--- src/rtl/hostreg_pkg.sv ---
// Package: shared constants and types for the host register port.
// Assumes: 8-bit address and data buses.
package hostreg_pkg;

    typedef enum logic {
        BUS_SPLIT  = 1'b0,   // separate read and write strobes
        BUS_STROBE = 1'b1    // one data strobe plus read/write line
    } bus_mode_e;

    localparam logic [7:0] ADDR_PWRDN = 8'h01;
    localparam logic [7:0] ADDR_IMASK = 8'h02;
    localparam logic [7:0] ADDR_ISTAT = 8'h03;

endpackage

--- src/rtl/hostreg_busdec.sv ---
// Module: hostreg_busdec
// Turns the host control pins into single-cycle read and write pulses,
// according to the bus-style strap.
// Assumes: pins are synchronous to clk. One pulse is made per strobe
// assertion, in its first cycle.
module hostreg_busdec
    import hostreg_pkg::*;
(
    input  logic clk,
    input  logic rst_n,
    input  logic mode,
    input  logic cs_n,
    input  logic strb_n,
    input  logic ctl,
    output logic rd_pulse,
    output logic wr_pulse
);

    logic rd_act, wr_act;
    logic rd_q, wr_q;

    // Decode the pin levels into active read and write requests.
    always_comb begin
        if (mode == BUS_STROBE) begin
            rd_act = !cs_n && !strb_n && ctl;
            wr_act = !cs_n && !strb_n && !ctl;
        end else begin
            rd_act = !cs_n && !strb_n && ctl;
            wr_act = !cs_n && strb_n && !ctl;
        end
    end

    // Remember the previous request level for edge detection.
    always_ff @(posedge clk) begin
        if (!rst_n) begin
            rd_q <= 1'b0;
            wr_q <= 1'b0;
        end else begin
            rd_q <= rd_act;
            wr_q <= wr_act;
        end
    end

    assign rd_pulse = rd_act && !rd_q;
    assign wr_pulse = wr_act && !wr_q;

    // a held strobe produces one access only.
    assert_single_read_R2: assert property (@(posedge clk) disable iff (!rst_n)
        rd_pulse |=> !rd_pulse);
    assert_single_write_R2: assert property (@(posedge clk) disable iff (!rst_n)
        wr_pulse |=> !wr_pulse);

endmodule

--- src/rtl/hostreg_bank.sv ---
// Module: hostreg_bank
// One receive port's register window: byte storage, power-down gating
// and the last-read holding register.
// Assumes: window lies wholly within the 8-bit address space.
module hostreg_bank #(
    parameter int BASE = 8'h20,
    parameter int LEN  = 38
) (
    input  logic       clk,
    input  logic       rst_n,
    input  logic       rd_pulse,
    input  logic       wr_pulse,
    input  logic [7:0] addr,
    input  logic [7:0] wdata,
    input  logic       pd,
    output logic       hit,
    output logic [7:0] rdval
);

    localparam int IW = (LEN > 1) ? $clog2(LEN) : 1;

    logic [LEN-1:0][7:0] mem;
    logic [7:0]          hold;
    logic [7:0]          off;
    logic [IW-1:0]       idx;
    logic [7:0]          cur;

    // Locate the address inside the window.
    always_comb begin
        off = addr - 8'(BASE);
        hit = (addr >= 8'(BASE)) && (off < 8'(LEN));
        idx = off[IW-1:0];
        cur = hit ? mem[idx] : 8'h00;
    end

    // Store host writes unless the port is powered down.
    always_ff @(posedge clk) begin
        if (!rst_n) begin
            mem <= '0;
        end else if (wr_pulse && hit && !pd) begin
            mem[idx] <= wdata;
        end
    end

    // Capture the last value read while the port is up.
    always_ff @(posedge clk) begin
        if (!rst_n) begin
            hold <= 8'h00;
        end else if (rd_pulse && hit && !pd) begin
            hold <= cur;
        end
    end

    assign rdval = pd ? hold : cur;

    // a write into a powered-down window leaves storage untouched.
    assert_pd_write_dropped_R6: assert property (@(posedge clk) disable iff (!rst_n)
        (pd && hit && wr_pulse) |=> $stable(mem));
    // a read while powered down does not move the held value.
    assert_hold_frozen_R7: assert property (@(posedge clk) disable iff (!rst_n)
        (pd && hit && rd_pulse) |=> $stable(hold));

endmodule

--- src/rtl/hostreg_irq.sv ---
// Module: hostreg_irq
// Sticky alarm status (write-1-to-clear), per-source mask, and the
// open-drain interrupt enable.
// Assumes: N <= 8 so both registers fit one data byte.
module hostreg_irq
    import hostreg_pkg::*;
#(
    parameter int N = 8
) (
    input  logic         clk,
    input  logic         rst_n,
    input  logic         wr_pulse,
    input  logic [7:0]   addr,
    input  logic [7:0]   wdata,
    input  logic [N-1:0] alarm_in,
    output logic [N-1:0] mask,
    output logic [N-1:0] status,
    output logic         irq_pull_en
);

    logic         mask_wr;
    logic [N-1:0] clr;

    // Decode host writes to the mask and status registers.
    always_comb begin
        mask_wr = wr_pulse && (addr == ADDR_IMASK);
        clr     = (wr_pulse && (addr == ADDR_ISTAT)) ? wdata[N-1:0] : '0;
    end

    // Hold the mask value written by the host.
    always_ff @(posedge clk) begin
        if (!rst_n)       mask <= '0;
        else if (mask_wr) mask <= wdata[N-1:0];
    end

    // Sticky status: alarms set bits, and win over a same-cycle clear.
    always_ff @(posedge clk) begin
        if (!rst_n) status <= '0;
        else        status <= (status & ~clr) | alarm_in;
    end

    assign irq_pull_en = |(status & ~mask);

    // every alarm pulse leaves its status bit set on the next cycle.
    assert_alarm_sticky_R9: assert property (@(posedge clk) disable iff (!rst_n)
        (|alarm_in) |=> ((status & $past(alarm_in)) == $past(alarm_in)));
    // changing the mask never drops a pending status bit.
    assert_mask_keeps_status_R10: assert property (@(posedge clk) disable iff (!rst_n)
        mask_wr |=> ((status & $past(status)) == $past(status)));

endmodule

--- src/rtl/hostreg_port.sv ---
// Module: hostreg_port (top)
// Host register interface serving both bus styles. It holds the
// power-down control, two gated receive-port windows, and the
// maskable alarm interrupt. Read data is registered.
// Assumes: host pins are synchronous to clk. Unmapped addresses read 0.
module hostreg_port
    import hostreg_pkg::*;
#(
    parameter int N_ALARM = 8,
    parameter int WIN_LEN = 38,
    parameter int A_BASE  = 8'h20,
    parameter int B_BASE  = 8'h60
) (
    input  logic               clk,
    input  logic               rst_n,
    input  logic               bus_mode,
    input  logic               host_cs_n,
    input  logic               host_strb_n,
    input  logic               host_ctl,
    input  logic [7:0]         host_addr,
    input  logic [7:0]         host_wdata,
    output logic [7:0]         host_rdata,
    input  logic [N_ALARM-1:0] alarm_in,
    output logic               irq_pull_en
);

    localparam int NPORT = 2;

    logic               rd_pulse, wr_pulse;
    logic [NPORT-1:0]   pd;
    logic [NPORT-1:0]   bank_hit;
    logic [7:0]         bank_rd [NPORT];
    logic [N_ALARM-1:0] mask, status;
    logic [7:0]         rd_mux;

    initial begin
        if (N_ALARM < 1 || N_ALARM > 8) $error("N_ALARM must be 1..8");
    end

    hostreg_busdec u_busdec (
        .clk      (clk),
        .rst_n    (rst_n),
        .mode     (bus_mode),
        .cs_n     (host_cs_n),
        .strb_n   (host_strb_n),
        .ctl      (host_ctl),
        .rd_pulse (rd_pulse),
        .wr_pulse (wr_pulse)
    );

    for (genvar g = 0; g < NPORT; g++) begin : g_bank
        localparam int BASE_G = (g == 0) ? A_BASE : B_BASE;
        hostreg_bank #(.BASE(BASE_G), .LEN(WIN_LEN)) u_bank (
            .clk      (clk),
            .rst_n    (rst_n),
            .rd_pulse (rd_pulse),
            .wr_pulse (wr_pulse),
            .addr     (host_addr),
            .wdata    (host_wdata),
            .pd       (pd[g]),
            .hit      (bank_hit[g]),
            .rdval    (bank_rd[g])
        );
    end

    hostreg_irq #(.N(N_ALARM)) u_irq (
        .clk         (clk),
        .rst_n       (rst_n),
        .wr_pulse    (wr_pulse),
        .addr        (host_addr),
        .wdata       (host_wdata),
        .alarm_in    (alarm_in),
        .mask        (mask),
        .status      (status),
        .irq_pull_en (irq_pull_en)
    );

    // Power-down control register, always reachable.
    always_ff @(posedge clk) begin
        if (!rst_n)                                  pd <= '0;
        else if (wr_pulse && host_addr == ADDR_PWRDN) pd <= host_wdata[NPORT-1:0];
    end

    // Select the read source for the addressed register.
    always_comb begin
        rd_mux = 8'h00;
        case (host_addr)
            ADDR_PWRDN: rd_mux[NPORT-1:0]   = pd;
            ADDR_IMASK: rd_mux[N_ALARM-1:0] = mask;
            ADDR_ISTAT: rd_mux[N_ALARM-1:0] = status;
            default: begin
                if (bank_hit[0])      rd_mux = bank_rd[0];
                else if (bank_hit[1]) rd_mux = bank_rd[1];
            end
        endcase
    end

    // Register the read result at the start of each read.
    always_ff @(posedge clk) begin
        if (!rst_n)        host_rdata <= 8'h00;
        else if (rd_pulse) host_rdata <= rd_mux;
    end

    // the read bus only changes after a read starts.
    assert_rdata_held_R4: assert property (@(posedge clk) disable iff (!rst_n)
        !rd_pulse |=> $stable(host_rdata));

endmodule

--- config.mk ---
export PLATFORM = sky130hd
export DESIGN_NAME = hostreg_port
export DESIGN_NICKNAME = d
export VERILOG_FILES = /design/src/rtl/hostreg_pkg.sv /design/src/rtl/hostreg_busdec.sv /design/src/rtl/hostreg_bank.sv /design/src/rtl/hostreg_irq.sv /design/src/rtl/hostreg_port.sv
export SDC_FILE = /design/constraint.sdc
export NUM_CORES = 2
export LEC_CHECK = 0
export BUFFER_PORTS_ARGS = -buffer_cell sky130_fd_sc_hd__buf_2
export CAP_MARGIN = 20
export CORE_MARGIN = 4
export CORE_UTILIZATION = 45
export DETAILED_ROUTE_END_ITERATION = 7
export GPL_TIMING_DRIVEN = 0
export PLACE_DENSITY_LB_ADDON = 0.08
export SYNTH_ARGS = -nofsm -noshare
export SYNTH_HDL_FRONTEND = slang
export SYNTH_HIERARCHICAL = 1
export SYNTH_SLANG_ARGS = --single-unit
export TNS_END_PERCENT = 20
--- constraint.sdc ---
create_clock -name clk -period 3.7 [get_ports clk]
set_input_delay 0.185 -clock clk [delete_from_list [all_inputs] [get_ports clk]]
set_output_delay 0.185 -clock clk [all_outputs]
set_load 0.01 [all_outputs]
==> results.yml <==
global_route:
  grt_pass1_vias: 26600
  grt_max_degree: 18
  track_usage_pct: 32.5
  antenna_found_initial: 1
  grt_pass1_wl_mm: 178
  grt_overflow: 0
clock_network:
  cts_setup_buffers: 0
  htree_num_levels: 3
  numCtsBuffers: 73
  clockBufferDepth: 3
  clkSinkCount: 652
  root_buffer: "clkbuf_16"
  cts_tree: "done"
  clkLatencyLatePin_ns: 0.63
  clkSlewWorstSetupHoldPaths_ns: 0.06
finish:
  final_nets: 3423
  nFillCells: 6285
  areaGrowthSynthToFinish_pct: 12.9
  final_util_pct: 51.6
  layout-drive-gt1-share_pct: 13.1
  fin_area_um2: 35000
power_and_ir_drop:
  power.density_nw_per_um2: 451
  switching_share_pct: 25.7
  power.leakage_nw: 12.9
  seq_power_share_pct: 44.6
  ir_worst_vdd_uv: 365
  clkPwrFrac_pct: 46.6
  p_int_mw: 11.7
  comb_power_share_pct: 8.7
  p_sw_mw: 4.06
worst_setup_path:
  cp_max_fo: 10
  start_kind: "primary input"
  critPathCaptureType: "flop"
  critPathRequiredTime_ns: 4.19
  critPathKind: "in2reg"
  arrival_ns: 4.13
placement:
  place.port_buffers: 38
  dpl.hpwl_mm: 88.9
  placed_area_um2: 32300
  gp_congestion: 1.01
sta:
  min_period_ns: 3.65
  worstMarginPinSlew_ns: 1.10
  period_share_pct: 98.6
  slew_viol_final: 0
  finClkSkew_ns: 0.0233
  worst_slew_margin_rel_pct: 26.1
  hold_ws_ns: 0.0396
  hold_viol_final: 0
  rsz0062_at_grt: "no"
  setup_viol: 0
  fmax_mhz: 274
routing:
  drc_errors: 0
  vias: 26700
  wl_per_cell_um: 28.5
  firstDrtPassIters: 6
  routed_wl_mm: 123
  drt_iter0_markers: 2418
  via_per_inst: 6.19
  detail-route-antenna-nets: 0
flow_run:
  maxCapViolCount: 0
floorplanning:
  initial_core_util_pct: 45.7
  io_pins: 39
  die_x_um: 270
  core_um2: 67800
  die_h_um: 270
  dieArea_um2: 73100
  rows: 95
yosys:
  yosysUniqueCellTypes: 93
  synth-seq-area-share_pct: 42.1
  synth_area_um2: 31000
  syn_inst: 3247
  ys_async_sr_fraction_pct: 0
  synth_nets: 3280
  yosys_warnings: 6
  synth_edf_count: 0
  ys_ff_latch: 652
  syn-mean-instance-area_um2: 9.54
  yosys_most_used_dff: "dfxtp_1"
run_status:
  status: "completed"
worst_hold_path:
  min_path_type: "in2reg"
cells by family (layout without fill, tap and decap cells):
group           Yosys count  count (layout)  synth area share, %
simple gates           1144            1144                 18.9
compound gates          559             559                 13.2
fa+ha+maj                 3               3                0.121
other cells               0               2                    0
buf+inv                 312             510                 4.84
mux                     574             574                 20.7
xor+xnor                  3               3               0.0848
flops                   652             652                 42.1
synth_stat cells, types with 7 or more instances:
cell / n / area [um2]
mux2i_1: 477 / 4770
a21boi_0: 182 / 1370
a2bb2oi_1: 9 / 78.8
buf_6: 13 / 146
mux4_2: 49 / 1100
or4_1: 11 / 82.6
nand2_1: 619 / 2320
mux2_2: 47 / 529
buf_2: 74 / 370
nor2_1: 35 / 131
a31oi_1: 9 / 56.3
a21boi_1: 12 / 90.1
nand4_1: 7 / 43.8
o22a_1: 9 / 78.8
nor3b_1: 7 / 52.6
o21ai_0: 58 / 290
or2_2: 8 / 50.1
o31ai_1: 14 / 105
a22oi_1: 19 / 143
nand3b_1: 7 / 52.6
nor3_1: 15 / 75.1
o22ai_1: 74 / 463
clkbuf_1: 175 / 657
a21oi_1: 40 / 200
nand3_1: 204 / 1020
o32ai_1: 11 / 96.3
nor2b_1: 122 / 763
nor3_4: 34 / 553
nand3_2: 15 / 150
and3b_1: 7 / 61.3
nand2b_1: 18 / 113
o221ai_1: 62 / 543
buf_4: 23 / 173
inv_1: 17 / 63.8
dfxtp_1: 652 / 13100
timing repair:
item,4_1_cts,5_1_grt
hold endpoints to repair,21,0
hold buffers,24,0
gates resized for setup,1,0
endpoints found under the setup margin,1,0
registers in the layout (all words and copies together) (netlist names):
| name | cells |
|---|---|
| g_bank.u_bank/mem | 608 |
| g_bank.u_bank/hold | 16 |
| host_rdata | 8 |
| u_irq/mask | 8 |
| u_irq/status | 8 |
| pd | 2 |
| u_busdec/rd_q | 1 |
| u_busdec/wr_q | 1 |
critical path, cell delays in order:
cell and delay [ns]:
buf_2 0.19, buf_4 0.32, buf_6 0.27, buf_4 0.30, buf_2 0.35, buf_2 0.53, mux4_2 0.44, o22ai_2 0.40
a21oi_1 0.16, nand4b_1 0.23, o21ai_0 0.14, a22oi_1 0.29, o22a_1 0.21, a21oi_1 0.06
cell usage in the layout, fill, tap and decap left out, types with 8 or more instances in the layout:
master           n
or4_1           11
nor2b_1        122
o221ai_1        62
o32ai_1         11
clkinv_2         8
nand2b_1        18
nand2_1        619
o22a_1           9
or2_2            8
nor3_1          15
nor2_1          35
clkbuf_1       197
mux2_2          47
buf_4           25
a21boi_1        12
nand3_1        204
mux2i_1        477
o21ai_0         58
a31oi_1          9
a21oi_1         40
mux4_2          49
inv_1           17
buf_2          113
dlygate4sd3_1   24
o22ai_1         73
a21boi_0       182
a2bb2oi_1        9
a22oi_1         19
buf_6           16
clkbuf_8        13
dfxtp_1        652
nor3_4          34
o31ai_1         14
nand3_2         15
clkbuf_16       74
final cells by class:
type / instances / area, um2 / share of cell area [%]
multi-input combinational: 2283 / 16500 / 47.0
clock inverter: 21 / 277 / 0.790
antenna: 2 / 5.00 / 0.0143
tap: 873 / 1090 / 3.12
buffer: 293 / 1430 / 4.09
clock buffer: 109 / 2110 / 6.04
timing repair buffer: 68 / 484 / 1.38
inverter: 19 / 71.3 / 0.204
sequential: 652 / 13100 / 37.3
per-stage QoR:
stage	power [mW]	worst slack, ns	TNS (ns)	instances
4_1_cts	15.8	0.201	0	4318
6_report	15.8	0.0519	0	4320
3_3_place_gp	8.50	-0.874	-226.56	4158
2_1_floorplan	7.92	1.00	0	3247
3_5_place_dp	8.51	-0.688	-2.14	4164
5_1_grt	16.2	0.163	0	4319
path summary, 6_finish.rpt:
check                             from                        end  slack [ns]  cells past startpoint
min reg2reg  g_bank[1].u_bank/mem[121]  g_bank[1].u_bank/mem[121]        0.46                      2
max reg2reg  g_bank[1].u_bank/mem[287]              host_rdata[7]        0.78                      8
max                       host_addr[1]              host_rdata[4]        0.05                     14
min                       host_addr[1]              host_rdata[1]        0.04                      4
power groups by stage:
stage / combinational (mW) / clock (mW) / sequential (mW)
final: 1.38 / 7.35 / 7.04
after global placement: 1.30 / 0 / 7.20
after CTS: 1.33 / 7.45 / 7.04
after global routing: 1.40 / 7.73 / 7.04
after floorplan: 0.729 / 0 / 7.19
after detailed placement: 1.31 / 0 / 7.20
layer usage:
metal	wire length, um	track usage [%]
met5	0	0
met4	8910	20.0
met3	8150	4.38
met2	58700	55.4
met1	47500	38.9
No activity file was read; power rests on OpenSTA's default activity.
